File: src/rtl/spi_sclk_pkg.sv
package spi_sclk_pkg;

    typedef enum logic {
        SERIES_TABLE = 1'b0,
        SERIES_POW2  = 1'b1
    } series_e;

    localparam int BASE_TOP_CODE = 16;
    localparam int EXT_TOP_CODE  = 18;
    localparam int POW2_TOP_CODE = 7;

    function automatic int top_code(input bit ext);
        return ext ? EXT_TOP_CODE : BASE_TOP_CODE;
    endfunction

endpackage

File: src/rtl/sclk_ratio_lookup.sv
module sclk_ratio_lookup
    import spi_sclk_pkg::*;
#(
    parameter int CODE_W    = 5,
    parameter int DIV_W     = 11,
    parameter bit EXT_TABLE = 1'b1
) (
    input  logic              mode_pow2,
    input  logic [CODE_W-1:0] div_code,
    input  logic              allow_div3,
    output logic [DIV_W-1:0]  ratio
);
    localparam int TOP_CODE = top_code(EXT_TABLE);
    localparam int MAX_DIV  = 1 << ((TOP_CODE + 2) / 2);
    localparam int POW2_MAX = 4 << POW2_TOP_CODE;

    series_e           series;
    logic [DIV_W-1:0]  tbl_ratio;
    logic [DIV_W-1:0]  pow_ratio;
    logic [CODE_W-1:0] code_m1;
    logic [CODE_W-1:0] code_p2;

    assign series  = series_e'(mode_pow2);
    assign code_m1 = div_code - CODE_W'(1);
    assign code_p2 = div_code + CODE_W'(2);

    always_comb begin
        if (div_code == '0 || div_code > CODE_W'(TOP_CODE) ||
            (div_code == CODE_W'(1) && !allow_div3)) begin
            tbl_ratio = DIV_W'(MAX_DIV);
        end else if (div_code[0]) begin
            tbl_ratio = DIV_W'(3) << (code_m1 >> 1);
        end else begin
            tbl_ratio = DIV_W'(1) << (code_p2 >> 1);
        end
    end

    always_comb begin
        if (div_code > CODE_W'(POW2_TOP_CODE)) begin
            pow_ratio = DIV_W'(POW2_MAX);
        end else begin
            pow_ratio = DIV_W'(4) << div_code[2:0];
        end
    end

    assign ratio = (series == SERIES_POW2) ? pow_ratio : tbl_ratio;

endmodule

File: src/rtl/sclk_phase_gen.sv
module sclk_phase_gen #(
    parameter int DIV_W = 11
) (
    input  logic             clk,
    input  logic             rst_n,
    input  logic             run,
    input  logic             cpol,
    input  logic [DIV_W-1:0] ratio_in,
    output logic             sclk,
    output logic             lead_stb,
    output logic             trail_stb
);
    typedef struct packed {
        logic             active;
        logic [DIV_W-1:0] cnt;
        logic [DIV_W-1:0] ratio;
        logic             pol;
        logic             sclk;
        logic             lead;
        logic             trail;
    } phase_t;

    phase_t st_d, st_q;

    logic [DIV_W-1:0] half_q;
    logic [DIV_W-1:0] last_q;
    logic [DIV_W-1:0] cnt_inc;

    assign half_q  = st_q.ratio >> 1;
    assign last_q  = st_q.ratio - DIV_W'(1);
    assign cnt_inc = st_q.cnt + DIV_W'(1);

    always_comb begin
        st_d       = st_q;
        st_d.lead  = 1'b0;
        st_d.trail = 1'b0;
        if (!st_q.active) begin
            st_d.ratio = ratio_in;
            st_d.pol   = cpol;
            st_d.sclk  = cpol;
            st_d.cnt   = '0;
            if (run) begin
                st_d.active = 1'b1;
                st_d.sclk   = ~cpol;
                st_d.lead   = 1'b1;
            end
        end else if (st_q.cnt == last_q) begin
            st_d.cnt = '0;
            if (run) begin
                st_d.sclk = ~st_q.pol;
                st_d.lead = 1'b1;
            end else begin
                st_d.active = 1'b0;
                st_d.sclk   = st_q.pol;
            end
        end else begin
            st_d.cnt = cnt_inc;
            if (cnt_inc == half_q) begin
                st_d.sclk  = st_q.pol;
                st_d.trail = 1'b1;
            end
        end
    end

    always_ff @(posedge clk) begin
        if (!rst_n) begin
            st_q.active <= 1'b0;
            st_q.cnt    <= '0;
            st_q.ratio  <= DIV_W'(4);
            st_q.pol    <= 1'b0;
            st_q.sclk   <= 1'b0;
            st_q.lead   <= 1'b0;
            st_q.trail  <= 1'b0;
        end else begin
            st_q <= st_d;
        end
    end

    assign sclk      = st_q.sclk;
    assign lead_stb  = st_q.lead;
    assign trail_stb = st_q.trail;

    a_r8_strobe_exclusive: assert property (@(posedge clk) disable iff (!rst_n)
        !(lead_stb && trail_stb));

    a_r8_lead_active_level: assert property (@(posedge clk) disable iff (!rst_n)
        lead_stb |-> (sclk != st_q.pol));

    a_r8_trail_idle_level: assert property (@(posedge clk) disable iff (!rst_n)
        trail_stb |-> (sclk == st_q.pol));

    a_r7_idle_no_strobe: assert property (@(posedge clk) disable iff (!rst_n)
        !st_q.active |-> (!lead_stb && !trail_stb));

    a_r9_ratio_frozen: assert property (@(posedge clk) disable iff (!rst_n)
        (st_q.active && $past(st_q.active)) |-> $stable(st_q.ratio));

    a_r6_trail_at_half: assert property (@(posedge clk) disable iff (!rst_n)
        trail_stb |-> (st_q.cnt == half_q));

    a_r10_stop_at_end: assert property (@(posedge clk) disable iff (!rst_n)
        (st_q.active && !st_d.active) |-> (st_q.cnt == last_q && !run));

endmodule

File: src/rtl/spi_sclk_gen.sv
module spi_sclk_gen
    import spi_sclk_pkg::*;
#(
    parameter int CODE_W    = 5,
    parameter bit EXT_TABLE = 1'b1
) (
    input  logic              clk,
    input  logic              rst_n,
    input  logic              run,
    input  logic              mode_pow2,
    input  logic [CODE_W-1:0] div_code,
    input  logic              allow_div3,
    input  logic              cpol,
    output logic              sclk,
    output logic              lead_stb,
    output logic              trail_stb
);
    localparam int TOP_CODE = top_code(EXT_TABLE);
    localparam int MAX_DIV  = 1 << ((TOP_CODE + 2) / 2);
    localparam int DIV_W    = $clog2(MAX_DIV) + 1;

    logic [DIV_W-1:0] ratio;

    sclk_ratio_lookup #(
        .CODE_W    (CODE_W),
        .DIV_W     (DIV_W),
        .EXT_TABLE (EXT_TABLE)
    ) i_lookup (
        .mode_pow2  (mode_pow2),
        .div_code   (div_code),
        .allow_div3 (allow_div3),
        .ratio      (ratio)
    );

    sclk_phase_gen #(
        .DIV_W (DIV_W)
    ) i_phase (
        .clk       (clk),
        .rst_n     (rst_n),
        .run       (run),
        .cpol      (cpol),
        .ratio_in  (ratio),
        .sclk      (sclk),
        .lead_stb  (lead_stb),
        .trail_stb (trail_stb)
    );

    a_r1_reset_quiet: assert property (@(posedge clk)
        !rst_n |=> (!sclk && !lead_stb && !trail_stb));

endmodule

File: config.mk
export PLATFORM = sky130hd
export DESIGN_NAME = spi_sclk_gen
export DESIGN_NICKNAME = d
export VERILOG_FILES = /design/src/rtl/spi_sclk_pkg.sv /design/src/rtl/sclk_ratio_lookup.sv /design/src/rtl/sclk_phase_gen.sv /design/src/rtl/spi_sclk_gen.sv
export SDC_FILE = /design/constraint.sdc
export NUM_CORES = 1
export LEC_CHECK = 0
export BUFFER_PORTS_ARGS = -buffer_cell sky130_fd_sc_hd__buf_2
export CAP_MARGIN = 15
export CORE_UTILIZATION = 50
export CTS_CLUSTER_DIAMETER = 80
export DETAILED_ROUTE_END_ITERATION = 12
export HOLD_SLACK_MARGIN = 0.1
export PLACE_DENSITY = 0.76
export SLEW_MARGIN = 0
export SYNTH_ARGS = -nofsm -noshare
export SYNTH_HDL_FRONTEND = slang
export SYNTH_SLANG_ARGS = --single-unit
File: constraint.sdc
create_clock -name clk -period 3.6 [get_ports clk]
set_input_delay 0.18 -clock clk [delete_from_list [all_inputs] [get_ports clk]]
set_output_delay 0.18 -clock clk [all_outputs]
set_load 0.1 [all_outputs]
* Word-level counts from Yosys, hierarchy flattened
Index checks and enable logic that the tools add are counted.
W data, S select, Z words.
** Operators by class
- Reduce and logical (&&, ||, !) cells :: 6
- Bitwise logic cells :: 4
- Add/sub/neg operators :: 4
- Mux-type cells :: 15
- Eq/ne operators :: 4
- Shifts and indexed selects :: 3
- Order comparisons :: 2
** Operators with widths (number)
- $mux W11 :: 5
- $mux W12 :: 1
- $add A11 B1 Y11 const B :: 1
- $eq A11 B10 Y1 :: 1
- $eq A11 B11 Y1 :: 1
- $shl A1 B4 Y11 const A :: 1
- $shl A2 B4 Y11 const A :: 1
- $shl A3 B3 Y11 const A :: 1
- $sub A11 B1 Y11 const B :: 1
- $mux W1 :: 7
- $add A5 B2 Y5 const B :: 1
- $eq A5 B1 Y1 const B :: 1
- $gt A5 B3 Y1 const B :: 1
- $gt A5 B5 Y1 const B :: 1
- $logic_not A5 Y1 :: 1
- $sub A5 B1 Y5 const B :: 1
- $mux W2 :: 2
- $not A1 Y1 :: 4
- $ne A3 B3 Y1 const B :: 1
- $reduce_or A3 Y1 :: 1
- $logic_or A1 B1 Y1 :: 2
- $logic_and A1 B1 Y1 :: 1
- $logic_not A1 Y1 :: 1
** Storage, ports and cells
- Word-level logic and storage cells :: 45
- Input port bits :: 11
- Flip-flop bits (word level) :: 27
- Output and inout port bits :: 3

* Depth between registers and ports, before layout
- Word-level depth :: 5
- Gate-level depth with buffers :: 11

* Cells and area by module
From an unflattened synthesis, not the netlist that was laid out.
** Unflattened totals
- Cells, all modules :: 310
- Area, all modules :: 2706.3 sq um
** Modules (own cells, without submodules)
- sclk_phase_gen :: sequential area each 540.5 sq um, instances 1, area an instance 1970.6 sq um, cells an instance 207
- sclk_ratio_lookup :: sequential area each 0.0 sq um, instances 1, area an instance 735.7 sq um, cells an instance 103

* Least setup slack after synthesis
Ideal clock, no wire load.
- Kind :: register to register
- Start point :: reg i_phase.st_q[16] (netlist name)
- End point :: reg i_phase.sclk (netlist name)
- Path buffers :: 0
- Cell stages (with the launch flop) :: 9
- Setup time :: 72 ps
- Path slack :: 1495 ps
- Required time :: 3528 ps
- Data arrival time :: 2034 ps
- Cells stage by stage :: dfxtp_1 ha_1 xnor2_1 xnor2_1 nor4b_2 nand4_1 or4_1 nand2_1 mux2i_1
** Between the ends
- Longest elaborated chain between the ends :: 3
** RTL lines
- start, declared :: line sclk_phase_gen.sv:23 : phase_t st_d, st_q;
- start signal, assigned :: line sclk_phase_gen.sv:75 : st_q <= st_d;
- $add A11 B1 Y11 or $eq A11 B11 Y1 (tied branches) :: line sclk_phase_gen.sv:31, sclk_phase_gen.sv:47
- $eq A11 B10 Y1 or $mux W1 (tied branches) :: line sclk_phase_gen.sv:58, sclk_phase_gen.sv:47
- $ne A3 B3 Y1 (no line) or $mux W2 (tied branches)
Several ways; a longest one is shown, not always the timed one.
A chain may end at the register's enable or synchronous reset.

* Final worst setup path
- Start point :: reg i_phase.st_q[15] (netlist name)
- End point :: reg i_phase.sclk (netlist name)
** Between the ends
- Longest elaborated chain between the ends :: 3
** RTL lines (line)
- $add A11 B1 Y11 or $eq A11 B11 Y1 (tied branches) :: sclk_phase_gen.sv:31, sclk_phase_gen.sv:47
- $eq A11 B10 Y1 or $mux W1 (tied branches) :: sclk_phase_gen.sv:58, sclk_phase_gen.sv:47
- $ne A3 B3 Y1 (no line) or $mux W2 (tied branches)
Several ways; a longest one is shown, not always the timed one.

==> impl_metrics.tcl <==
set metrics [dict create \
    start_kind "flip-flop" \
    required_ps 3810 \
    drive_gt1_share_pct 8.98 \
    track_usage_pct 22.0 \
    synth_seq_area_share_pct 25.4 \
    cts_tree "done" \
    synth_top_cell_by_area "dfxtp_1" \
    post_cts_resized 0 \
    drv_cap 0 \
    synth_compound_area_share_pct 19.0 \
    cts_setup_buffers 0 \
    vias 1839 \
    insertion_delay_ps 270 \
    synthAdderAreaFrac_pct 5.29 \
    antenna_found_initial 0 \
    arrival_ps 2810 \
    grt_pass1_wl_microns 7610 \
    synth-xor-area-share_pct 17.9 \
    worst_slew_pin_slew_ps 618 \
    hold_viol 0 \
    synth_top_family_by_area "simple AND/OR/NAND/NOR gates" \
    yosysMostFrequentCell "dfxtp_1" \
    fmax_mhz 384 \
    p_per_area_mw_per_mm2 299 \
    worstPathMaxFanout 8 \
    cts_buffer_depth 2 \
    die_x_microns 67.3 \
    drt_iter0_drc 155 \
    finish.net_count 277 \
    io_buffer_count 13 \
    slew_headroom_pct 58.7 \
    peakVddDrop_mv 0.227 \
    synth_top_area_share_pct 25.4 \
    gr-total-overflow 0 \
    finalMaxSlewViolations 0 \
    cts_sinks 27 \
    wl_per_cell_microns 14.6 \
    num_rows 23 \
    cts_max_level 1 \
    synth.distinct_cells 57 \
    cp-end-kind "flip-flop" \
    cts_inserted_buffers 3 \
    synth_edf_count 0 \
    finalSetupViolCount 0 \
    status "finished, final reports clean" \
    grt_start_max_net_pins 21 \
    rsz0062_at_grt "false" \
    crit_type "reg2reg" \
    fin_crit_sh_pct 72.3 \
    ys.flop_type "dfxtp_1" \
    gp_congestion 0.853 \
    syn_avg_cell_area_sq_um 8.38 \
    final.min_clock_period_ps 2600 \
    synthesis.area_sq_mm 0.00213 \
    coreArea_sq_mm 0.00406 \
    first_pass_iters 4 \
    pin_count 14 \
    synth.ff_latch_count 27 \
    die_h_microns 67.3 \
    drt-total-wl_microns 4450 \
    antennaDiodeCount 0 \
    p_leak_nw 0.917 \
    ant_nets 0 \
    grt_pass1_vias 1557 \
    synth-simple-area-share_pct 25.7 \
    tns_ps 0 \
    yosysWarningCount 0 \
    dp_hpwl_microns 3310 \
    die_area_sq_mm 0.00452 \
    drc_errors 0 \
    clock_skew_ps 5.03 \
    path_clk_slew_ps 90 \
    viasPerCell 6.01 \
    area_growth_pct 5.29 \
    root_buffer "clkbuf_8" \
    initial_core_util_pct 52.5 \
    synth.area.mux_share_pct 1.94 \
    postSynthCellCount 254 \
    synth_common_cells "27 x dfxtp_1, 23 x nor2_1, 21 x nand2_1, 20 x xnor2_1, 13 x xor2_1" \
    cts_hold_buf 0 \
    hold_class "in2reg" \
    total_power_mw 0.669 \
    synth_area_leaders "dfxtp_1 25%, xnor2_1 8.2%, xor2_1 5.3%, ha_1 5.3%, nor2_1 4.1%" \
    synthesis.nets 274 \
    synthArstFlopShare_pct 0 \
]
==> critical path, cell delays in order (launching register included) <==
cell and delay, ps:
dfxtp_1 530, ha_1 330, xnor2_1 190, xnor2_1 110, nor4b_2 310, nand4_1 160
or4_1 620, nand2_1 120, mux2i_1 170
==> cell families after synthesis <==
family | Yosys count
simple gates | 99
xor+xnor | 37
mux | 4
fa+ha+maj | 9
compound gates | 52
flops | 27
buf+inv | 26
==> through the flow <==
| step | instance area (sq um) | hold slack (ps) | std cells | utilization [%] | worst slack, ps |
|---|---|---|---|---|---|
| after CTS | 2240 | 148 | 306 | 55.3 | 1010 |
| after floorplan | 2130 | 294 | 254 | - | 1490 |
| after detailed placement | 2200 | 445 | 302 | 54.1 | 1040 |
| final | 2240 | 161 | 306 | 55.3 | 996 |
| after global placement | 2200 | 454 | 302 | 54.1 | 1050 |
| after global routing | 2240 | 152 | 306 | 55.3 | 834 |
==> sequential cells by signal, summed over array words and instances, names as in the netlist <==
name,cells
i_phase.trail_stb,1
i_phase.st_q,14
i_phase.lead_stb,1
i_phase.sclk,1
i_phase.half_q,10
==> power breakdown <==
| group | internal [mW] | switching, mW |
|---|---|---|
| sequential | 0.310 | 0.0218 |
| combinational | 0.0711 | 0.0939 |
| clock | 0.0794 | 0.0936 |
==> per-layer routing <==
metal	part of all wire, %	routed length, microns	track usage (%)
met1	51	2270	34.0
met2	43	1900	30.5
met3	4.8	213	4.05
met4	1.5	68	6.12
met5	0	0	0
==> cell type report <==
cell class                 count  area, sq um
inverter                      11         41.3
sequential                    27          541
multi-input combinational    201         1490
tap                           50         62.6
fill                         374         1820
timing repair buffer          13         65.1
clock buffer                   4         45.0
==> cell usage in the layout, fill, tap and decap left out, types with 3 or more instances in the layout <==
cell | netlist | layout
xor2_1 | 13 | 13
nand3_1 | 9 | 9
clkbuf_8 | 0 | 3
o22ai_1 | 3 | 3
dfxtp_1 | 27 | 27
mux2i_1 | 3 | 3
nand4_1 | 7 | 7
nand2b_1 | 8 | 8
a21oi_1 | 5 | 5
nand2_1 | 21 | 21
nor2b_1 | 4 | 4
buf_2 | 3 | 13
o21ai_0 | 5 | 5
nor2_1 | 23 | 23
a221o_1 | 4 | 4
and3_1 | 3 | 3
inv_1 | 10 | 10
ha_1 | 9 | 9
o21a_1 | 3 | 3
xnor2_1 | 20 | 20
o211ai_1 | 6 | 6
o211a_1 | 7 | 7
nor3b_1 | 3 | 3
nor4_1 | 4 | 4
==> path summary, 6_finish.rpt <==
path                            depth (start not counted)        startpoint  slack, ps                to
worst min-delay path                                    3               run        160  i_phase.lead_stb
worst max register to register                          8  i_phase.st_q[15]       1000      i_phase.sclk
worst max-delay path                                    8  i_phase.st_q[15]       1000      i_phase.sclk
worst min register to register                          2      i_phase.sclk        470      i_phase.sclk
(Power assumes the default switching activity.)
